[src/rtl/clkshadow_pkg.sv]
package clkshadow_pkg;

    localparam int ADDR_W   = 4;
    localparam int DATA_W   = 8;
    localparam int TK_NUM   = 8;
    localparam int TK_IDX_W = $clog2(TK_NUM);
    localparam int TK_W     = TK_NUM * DATA_W;

    localparam logic [ADDR_W-1:0] FLAG_OFS = 4'h0;
    localparam logic [ADDR_W-1:0] TK_BASE  = 4'h8;
    localparam int HOLD_BIT  = 0;
    localparam int STAGE_BIT = 1;

    // sec is the least significant byte: field i sits at bits [i*8 +: 8]
    typedef struct packed {
        logic [7:0] cen;
        logic [7:0] yr;
        logic [7:0] mon;
        logic [7:0] date;
        logic [7:0] wday;
        logic [7:0] hr;
        logic [7:0] min;
        logic [7:0] sec;
    } tk_t;

    localparam tk_t TK_RESET = '{cen: 8'h20, yr: 8'h00, mon: 8'h01, date: 8'h01,
                                 wday: 8'h01, hr: 8'h00, min: 8'h00, sec: 8'h00};

    function automatic logic [7:0] fld_mask(input logic [TK_IDX_W-1:0] i);
        case (i)
            3'd0, 3'd1: return 8'h7F;
            3'd2, 3'd4: return 8'h3F;
            3'd3:       return 8'h07;
            3'd5:       return 8'h1F;
            default:    return 8'hFF;
        endcase
    endfunction

    function automatic logic [7:0] rd_mask(input logic [ADDR_W-1:0] a);
        if (a == FLAG_OFS) return 8'h03;
        if (a >= TK_BASE)  return fld_mask(TK_IDX_W'(a - TK_BASE));
        return 8'h00;
    endfunction

    function automatic logic [7:0] bcd_inc(input logic [7:0] v);
        if (v[3:0] == 4'h9) return {v[7:4] + 4'd1, 4'h0};
        return {v[7:4], v[3:0] + 4'd1};
    endfunction

    function automatic int bcd2bin(input logic [7:0] v);
        return int'(v[7:4]) * 10 + int'(v[3:0]);
    endfunction

    function automatic logic is_leap(input logic [7:0] yr, input logic [7:0] cen);
        if (bcd2bin(yr) % 4 != 0) return 1'b0;
        if (yr != 8'h00)          return 1'b1;
        return (bcd2bin(cen) % 4 == 0);
    endfunction

    function automatic logic [7:0] month_len(input logic [7:0] mon, input logic leap);
        case (mon)
            8'h02:                      return leap ? 8'h29 : 8'h28;
            8'h04, 8'h06, 8'h09, 8'h11: return 8'h30;
            default:                    return 8'h31;
        endcase
    endfunction

    // one-second step through the whole carry chain
    function automatic tk_t tk_advance(input tk_t t);
        tk_t  n;
        logic c;
        n     = t;
        c     = (t.sec == 8'h59);
        n.sec = c ? 8'h00 : bcd_inc(t.sec);
        if (c) begin
            c     = (t.min == 8'h59);
            n.min = c ? 8'h00 : bcd_inc(t.min);
        end
        if (c) begin
            c    = (t.hr == 8'h23);
            n.hr = c ? 8'h00 : bcd_inc(t.hr);
        end
        if (c) begin
            n.wday = (t.wday == 8'h07) ? 8'h01 : bcd_inc(t.wday);
            c      = (t.date == month_len(t.mon, is_leap(t.yr, t.cen)));
            n.date = c ? 8'h01 : bcd_inc(t.date);
        end
        if (c) begin
            c     = (t.mon == 8'h12);
            n.mon = c ? 8'h01 : bcd_inc(t.mon);
        end
        if (c) begin
            c    = (t.yr == 8'h99);
            n.yr = c ? 8'h00 : bcd_inc(t.yr);
        end
        if (c) begin
            n.cen = (t.cen == 8'h99) ? 8'h00 : bcd_inc(t.cen);
        end
        return n;
    endfunction

endpackage

[src/rtl/clkshadow_counter.sv]
module clkshadow_counter
    import clkshadow_pkg::*;
(
    input  logic clk,
    input  logic rst,
    input  logic tick,
    input  logic load,
    input  tk_t  load_val,
    output tk_t  cur,
    output tk_t  nxt
);

    tk_t cnt_q;

    assign nxt = tk_advance(cnt_q);
    assign cur = cnt_q;

    always_ff @(posedge clk) begin
        if (rst)       cnt_q <= TK_RESET;
        else if (load) cnt_q <= load_val;
        else if (tick) cnt_q <= nxt;
    end

endmodule

[src/rtl/clkshadow_view.sv]
module clkshadow_view
    import clkshadow_pkg::*;
#(
    parameter int NUM   = TK_NUM,
    parameter int IDX_W = TK_IDX_W
)(
    input  logic             clk,
    input  logic             rst,
    input  logic             tick,
    input  logic             hold,
    input  logic             wr_en,
    input  logic [IDX_W-1:0] wr_idx,
    input  logic [7:0]       wr_data,
    input  tk_t              fresh,
    output tk_t              view
);

    logic [NUM*8-1:0] fresh_flat;
    logic [NUM*8-1:0] view_flat;
    logic [NUM*8-1:0] rst_flat;

    assign fresh_flat = fresh;
    assign rst_flat   = TK_RESET;

    for (genvar g = 0; g < NUM; g++) begin : g_fld
        logic [7:0] q;
        always_ff @(posedge clk) begin
            if (rst)
                q <= rst_flat[g*8 +: 8];
            else if (wr_en && wr_idx == IDX_W'(g))
                q <= wr_data & fld_mask(IDX_W'(g));
            else if (tick && !hold)
                q <= fresh_flat[g*8 +: 8];
        end
        assign view_flat[g*8 +: 8] = q;
    end

    assign view = view_flat;

endmodule

[src/rtl/clk_shadow_regs.sv]
module clk_shadow_regs
    import clkshadow_pkg::*;
(
    input  logic              clk,
    input  logic              rst,
    input  logic              tick_1hz,
    input  logic              bus_cs,
    input  logic              bus_we,
    input  logic [ADDR_W-1:0] bus_addr,
    input  logic [DATA_W-1:0] bus_wdata,
    output logic [DATA_W-1:0] bus_rdata
);

    logic                frz_q, stage_q;
    logic                flag_wr, in_tk, tk_wr, commit, hold;
    logic [TK_IDX_W-1:0] tk_idx;
    logic [DATA_W-1:0]   rd_val, rdata_q;
    logic [TK_W-1:0]     vis_flat;
    tk_t                 vis, cnt, cnt_nxt;

    assign in_tk   = (bus_addr >= TK_BASE);
    assign tk_idx  = TK_IDX_W'(bus_addr - TK_BASE);
    assign flag_wr = bus_cs && bus_we && (bus_addr == FLAG_OFS);
    assign tk_wr   = bus_cs && bus_we && in_tk && stage_q;
    assign commit  = flag_wr && stage_q && !bus_wdata[STAGE_BIT];
    assign hold    = frz_q || stage_q;

    always_ff @(posedge clk) begin
        if (rst) begin
            frz_q   <= 1'b0;
            stage_q <= 1'b0;
        end else if (flag_wr) begin
            frz_q   <= bus_wdata[HOLD_BIT];
            stage_q <= bus_wdata[STAGE_BIT];
        end
    end

    clkshadow_counter i_counter (
        .clk      (clk),
        .rst      (rst),
        .tick     (tick_1hz),
        .load     (commit),
        .load_val (vis),
        .cur      (cnt),
        .nxt      (cnt_nxt)
    );

    clkshadow_view #(.NUM(TK_NUM), .IDX_W(TK_IDX_W)) i_view (
        .clk     (clk),
        .rst     (rst),
        .tick    (tick_1hz),
        .hold    (hold),
        .wr_en   (tk_wr),
        .wr_idx  (tk_idx),
        .wr_data (bus_wdata),
        .fresh   (cnt_nxt),
        .view    (vis)
    );

    assign vis_flat = vis;

    always_comb begin
        rd_val = '0;
        if (bus_addr == FLAG_OFS) begin
            rd_val[HOLD_BIT]  = frz_q;
            rd_val[STAGE_BIT] = stage_q;
        end else if (in_tk) begin
            rd_val = vis_flat[{tk_idx, 3'b000} +: 8];
        end
    end

    always_ff @(posedge clk) begin
        if (rst)                  rdata_q <= '0;
        else if (bus_cs && !bus_we) rdata_q <= rd_val;
    end

    assign bus_rdata = rdata_q;

endmodule

[config.mk]
export PLATFORM = sky130hd
export DESIGN_NAME = clk_shadow_regs
export DESIGN_NICKNAME = d
export VERILOG_FILES = /design/src/rtl/clkshadow_pkg.sv /design/src/rtl/clkshadow_counter.sv /design/src/rtl/clkshadow_view.sv /design/src/rtl/clk_shadow_regs.sv
export SDC_FILE = /design/constraint.sdc
export NUM_CORES = 1
export LEC_CHECK = 0
export CELL_PAD_IN_SITES_DETAIL_PLACEMENT = 1
export CELL_PAD_IN_SITES_GLOBAL_PLACEMENT = 2
export CORE_ASPECT_RATIO = 0.7
export CORE_MARGIN = 1.5
export CORE_UTILIZATION = 38
export CTS_CLUSTER_DIAMETER = 150
export DETAILED_ROUTE_END_ITERATION = 10
export HOLD_SLACK_MARGIN = 0.08
export PLACE_DENSITY_LB_ADDON = 0.1
export SKIP_CTS_REPAIR_TIMING = 1
export SYNTH_ARGS = -nofsm -noshare
export SYNTH_HDL_FRONTEND = slang
export SYNTH_SLANG_ARGS = --single-unit
[constraint.sdc]
create_clock -name clk -period 3 [get_ports clk]
set_input_delay 0.45 -clock clk [delete_from_list [all_inputs] [get_ports clk]]
set_output_delay 0.45 -clock clk [all_outputs]
set_load 0.005 [all_outputs]
Word level (Yosys, flattened, before mapping)
Cells that the tools add are included.
{ "totals": {"inputBits": 17, "reg_bits": 138, "output_inout_bits": 8, "word_cells": 205} }
{ "classes": {"add_sub_neg": 19, "reduce_logical": 43, "n_eq_ne": 28, "mul": 2, "n_mux": 84, "n_lt_le_gt_ge": 1, "bitwise_logic": 2, "n_shift": 1} }
{ "ops": {"columns": ["cell", "n"], "rows": [
  ["$mux 8", 35],
  ["$mux 64", 2],
  ["$add 32x5->32", 2],
  ["$add 4x1->4 const B", 16],
  ["$shiftx 64x7->8", 1],
  ["$eq 4x4->1 const B", 8],
  ["$logic_not 32->1", 1],
  ["$reduce_bool 32->1", 1],
  ["$mux 1", 31],
  ["$mux 6", 5],
  ["$mux 7", 4],
  ["$eq 8x3->1 const B", 3],
  ["$reduce_bool 2->1", 9],
  ["$eq 8x5->1 const B", 2],
  ["$eq 8x7->1 const B", 2],
  ["$eq 8x8->1 const B", 2],
  ["$logic_and 1x1->1", 16],
  ["$mux 16", 1],
  ["$pmux 8 s2", 1],
  ["$reduce_or 2->1", 8],
  ["$mul 4x3->7 const B", 2],
  ["$eq 3x3->1 const B", 4],
  ["$mux 5", 2],
  ["$eq 8x2->1 const B", 1],
  ["other kinds (16)", 21]
]} }

Depth between registers and ports, before layout
{ "depth": {"depth_word": 25, "depth_mapped": 11, "mapped_depth_nobuf": 9} }

Hierarchy
Synthesis repeated with hierarchy kept, for this count alone.
{ "hier_totals": {"hier_cells": 1178, "hier_area_um2": 9245.1} }
{ "modules_own_cells": {"columns": ["module", "area_each_um2", "n_inst", "seq_area_each_um2", "cells_per_inst"], "rows": [
  ["clkshadow_counter", 5489.0, 1, 1281.2, 729],
  ["clkshadow_view", 2762.6, 1, 1281.2, 351],
  ["clk_shadow_regs", 993.5, 1, 200.2, 98]
]} }

Least setup slack after synthesis
OpenSTA, ideal clock, no wires.
{ "synth_path": {"path_kind": "reg-to-reg", "from": "register i_counter.cnt_q, in the netlist i_counter.cur[44]", "to": "register i_counter.cnt_q, in the netlist i_counter.cur[50]", "arrival_time_ps": 2625, "path_stages_with_launch": 10, "required_time_ps": 2909, "period_less_slack_ps": 2716, "setup_ps": 91, "n_path_buf": 0, "slack_ps": 284, "cell_sequence": "dfxtp_1 > inv_1 > ha_1 > and2_1 > o211a_1 > o21a_1 > a211o_1 > or4_4 > or3_1 > a311oi_1"} }
{ "synth_between": {"elab_chain_len": 10, "elab_cells_between_ends": 15, "classes_between": "eq/ne (7); mux (7); reduce/logical (1)"} }
{ "synth_rtl": {"columns": ["element", "line_no", "source"], "rows": [
  ["from (decl)", "clkshadow_counter.sv:13", "tk_t cnt_q;"],
  ["from (signal assigned)", "clkshadow_counter.sv:20", "else if (load) cnt_q <= load_val;"],
  ["from (signal assigned)", "clkshadow_counter.sv:21", "else if (tick) cnt_q <= nxt;"],
  ["$eq 8x3->1 (tied with other cells)", "clkshadow_pkg.sv:61", "case (mon)"],
  ["$reduce_or 4->1", "clkshadow_pkg.sv:61", null],
  ["$pmux 8 s2", "clkshadow_pkg.sv:61", null],
  ["$mux 8", "clkshadow_pkg.sv:83", "if (c) begin"],
  ["$eq 8x8->1", "clkshadow_pkg.sv:85", "c = (t.date == month_len(t.mon, is_leap(t.yr, t.cen)));"],
  ["$mux 1", "clkshadow_pkg.sv:83", null],
  ["$mux 1 (*)", "clkshadow_pkg.sv:88", "if (c) begin"],
  ["$mux 8 (*)", "clkshadow_pkg.sv:92", "if (c) begin"],
  ["$mux 64 (*)", "clkshadow_counter.sv:21", null],
  ["$mux 64 (*)", "clkshadow_counter.sv:20", null]
]} }
Mark *: on every way between the ends. The rest lies on a longest branch, timed or not. The select of a mux whose other input is x is not followed.
A chain may end at the register's enable or synchronous reset.

Final worst setup path
{ "layout_path": {"from": "register i_counter.cnt_q, in the netlist i_counter.cur[34]", "to": "register i_counter.cnt_q, in the netlist i_counter.cur[58]"} }
{ "layout_between": {"elab_chain_len": 7} }
{ "layout_rtl": {"columns": ["element", "line_no", "source"], "rows": [
  ["$eq 8x8->1", "clkshadow_pkg.sv:85", null],
  ["$mux 1", "clkshadow_pkg.sv:83", null],
  ["$mux 1", "clkshadow_pkg.sv:88", null],
  ["$mux 1", "clkshadow_pkg.sv:92", null],
  ["$mux 8", "clkshadow_pkg.sv:96", "if (c) begin"],
  ["$mux 64", "clkshadow_counter.sv:21", null],
  ["$mux 64", "clkshadow_counter.sv:20", null]
]} }
No other way between the ends. The select of a mux whose other input is x is not followed.

==> parameters.txt <==
Parameter                              Value

Worst setup path
  Class of the most critical setup path ... register to register
  Req. time, crit path ... about 3.3 ns
  R2R depth ... 8
  Crit end category ... register
  Arrival time of data at the critical path endpoint ... 3.26 ns
  Register-to-register setup slack ... slightly above 0.07 ns
  Worst Setup Start Kind ... register
  Maximum net fanout on the critical path ... 7
  Critical register-to-register path endpoint ... i_counter.cur[58]$_SDFFE_PP0P_
  Worst r2r src ... i_counter.cur[34]$_SDFFE_PP0P_

Run
  MaxCap Viol Count ... 0

Floorplan
  Chip Height ... 128 um
  Initial standard-cell utilization of the core ... approximately 40%
  Placeable Area ... around 0.022 mm^2
  I/O pin count ... 25
  Die X ... 182 um
  Overall die area ... about 0.023 mm^2
  Number of rows in the core area ... 45

Worst hold path
  Startpoint of the tightest hold check path ... rst
  Hold Path Stages ... 3
  Worst hold path endpoint ... i_counter.cur[24]$_SDFFE_PP1P_
  Hold crit path type ... primary input to register

Global route
  Met1 track demand over resource in global routing ... a little under half
  Global-route met3 utilization ... 6.14%
  Vias in the first global route ... approximately 8,400
  Gr busiest metal ... met1
  Gr usage total ... 29.2%
  GRT met2 Usage ... between 40% and 50%
  Antenna violations before repair ... 1
  Global route total overflow ... 0
  Pin count of the biggest net entering global routing ... 76
  Wire length of the first global-routing pass ... 51,500 um

Synthesis
  Syn_area_per_cell ... 8.03 um^2
  Number of distinct library cells after synthesis ... 75
  Number of warnings printed during yosys synthesis ... 0
  Post-synthesis instance area ... between 0.008 and 0.009 mm^2
  Leading post-synthesis cells by cell area ... dfxtp_1, nor2_1, a21oi_1
  Yosys reg bits ... approximately 140
  Largest area contributor in the netlist ... dfxtp_1
  Fraction of post-synthesis cell area in the top cell type by area ... 32.4%
  Top post-synthesis cells by count ... nor2_1, dfxtp_1, a21oi_1, nand2_1, clkbuf_1
  Number of synthesized flops with an enable pin ... 0
  Cell count after synthesis ... 1,062
  Number of nets produced by synthesis ... 1,109
  Async SR Flop Fraction ... 0%
  Primary FF master, synth ... dfxtp_1
  Post-synthesis sequential area ratio ... ~32%
  Most used standard cell by instance count after synthesis ... nor2_1

Pwr
  Total Power ... approximately 4.7 mW
  Max IR drop VDD ... ~0.38 mV
  Power density cells ... 455 mW/mm^2
  Leakage power total ... just under 4 nW

Outcome
  Run status ... completed

Placement
  Routability Congestion ... 0.851
  Estimated wirelength of the detail-placed design ... about 24,000 um
  DP Worst Slack ... -0.124 ns
  Count of port buffers added during placement ... 24

Timing
  Worst slew margin ... between 40% and 50%
  Min Hold Slack ... ~0.39 ns
  Transition at the pin with the smallest max-transition slack ... between 0.8 and 0.9 ns
  Worst clock skew on the final layout ... between 0.008 and 0.009 ns
  Maximum operating frequency ... approximately 340 MHz
  Final hold viol count ... 0
  Final worst path period need ... slightly below 3 ns
  Total of endpoints with negative setup slack in the final report ... 0
  Setup WS post-layout ... between 0.07 and 0.08 ns
  Pins over their slew limit ... 0
  Final clock period utilization by the worst path ... roughly 98%

Drt
  DRC violations left ... 0
  Number of routed nets with antenna violations ... 0
  Average wire per cell in the routed design ... about 24 um
  Number of iterations in the first detailed-routing pass ... 5
  Routed vias ... between 8,000 and 9,000
  Post-Route WL ... 33,400 um
  Initial DRC Count ... 748
  Per-cell via count in the routed design ... 6.15

Clocking
  Number of clock sinks ... between 100 and 150
  Clock Latency Late Sink ... about 0.43 ns
  Deepest level of the CTS H-tree ... 4
  Library cell used as clock root buffer ... clkbuf_16
  Clk pin slew, worst setup/hold paths ... about 0.060 ns
  Buffer depth of the longest clock path ... 2
  CTS Buf Count ... 17
  Clock tree from TritonCTS ... built

Cells and area
  Area growth syn-to-layout ... 19.8%
  Proportion of layout cells with a drive suffix above 1 ... approximately 16%
  # nets final ... ~1,200
  Filler instances ... about 2,600
## per-stage QoR
step / util, % / setup TNS [ns] / cells / instance area (um^2)
2_1_floorplan: - / 0 / 1062 / 8530
4_1_cts: 46.4 / -0.118 / 1404 / 10100
5_1_grt: 46.8 / -0.00110 / 1407 / 10200
3_5_place_dp: 43.5 / -0.528 / 1372 / 9510
6_report: 46.8 / 0 / 1408 / 10200
3_3_place_gp: 43.5 / -0.311 / 1372 / 9510
## critical path, cell delays in order (launching register included)
cell and delay, ns:
dfxtp_1 0.34, or4b_4 0.56, nor4b_4 0.32, mux2i_4 0.18
nor4_4 0.42, buf_4 0.21, nand2_4 0.05, or4_1 0.46
a311oi_1 0.29
## worst max path at each step
| stage | start | end | slack [ns] | depth (start not counted) |
|---|---|---|---|---|
| after global placement | i_counter.cur[20]$_SDFFE_PP0P_ | i_view.g_fld[5].q[6]$_SDFFE_PP0P_ | -0.07 | 10 |
| after floorplan | i_counter.cur[44]$_SDFFE_PP0P_ | i_counter.cur[50]$_SDFFE_PP0P_ | 0.28 | 9 |
| final | i_counter.cur[34]$_SDFFE_PP0P_ | i_counter.cur[58]$_SDFFE_PP0P_ | 0.07 | 8 |
| after global routing | i_counter.cur[34]$_SDFFE_PP0P_ | i_counter.cur[58]$_SDFFE_PP0P_ | -0.001 | 8 |
| after CTS | i_counter.cur[20]$_SDFFE_PP0P_ | i_view.g_fld[5].q[6]$_SDFFE_PP0P_ | -0.06 | 10 |
| after detailed placement | bus_addr[1] | i_counter.cur[62]$_SDFFE_PP0P_ | -0.12 | 6 |
## power by group
part | total [mW] | internal, mW | switching [mW]
combinational | 0.443 | 0.166 | 0.277
sequential | 1.95 | 1.88 | 0.0636
clock | 2.27 | 1.36 | 0.906
total | 4.65 | 3.41 | 1.25
## routing by layer
layer	vias up	wire length, um
met5	-	0
met4	0	391
li1	4065	-
met3	31	2410
met2	288	13100
met1	4272	17500
## cells by family after synthesis
family / count (synthesis) / share of synthesized area (%)
compound gates: 301 / 24.0
xor+xnor: 20 / 2.05
fa+ha+maj: 30 / 4.40
buf+inv: 108 / 4.85
flops: 138 / 32.4
mux: 48 / 8.14
simple gates: 417 / 24.2
## cells in the final DEF (no fill, tap or decap), drive strengths merged, types with 24 or more instances in the layout
cell type    n
nor2       160
inv         30
a22oi       29
a21oi       83
mux2i       24
a211oi      33
nand3       38
dfxtp      138
o21ai       36
buf         90
nor3        33
ha          30
nand2       72
## flip-flops by register name, indices dropped and copies added (netlist names)
name	count
i_counter.cur	64
frz_q	1
i_view.g_fld.q	64
bus_rdata	8
stage_q	1
## final cells by class
class | count | area, um^2 | share of cell area, %
Clock buffer | 19 | 453 | 4.43
Tap cell | 282 | 353 | 3.45
Antenna cell | 1 | 2.50 | 0.0245
Sequential cell | 138 | 2770 | 27.1
Multi-Input combinational cell | 816 | 5440 | 53.2
Inverter | 27 | 101 | 0.992
Clock inverter | 13 | 166 | 1.63
Timing Repair Buffer | 112 | 943 | 9.23
Note: power is estimated with default switching activity, not from simulation.
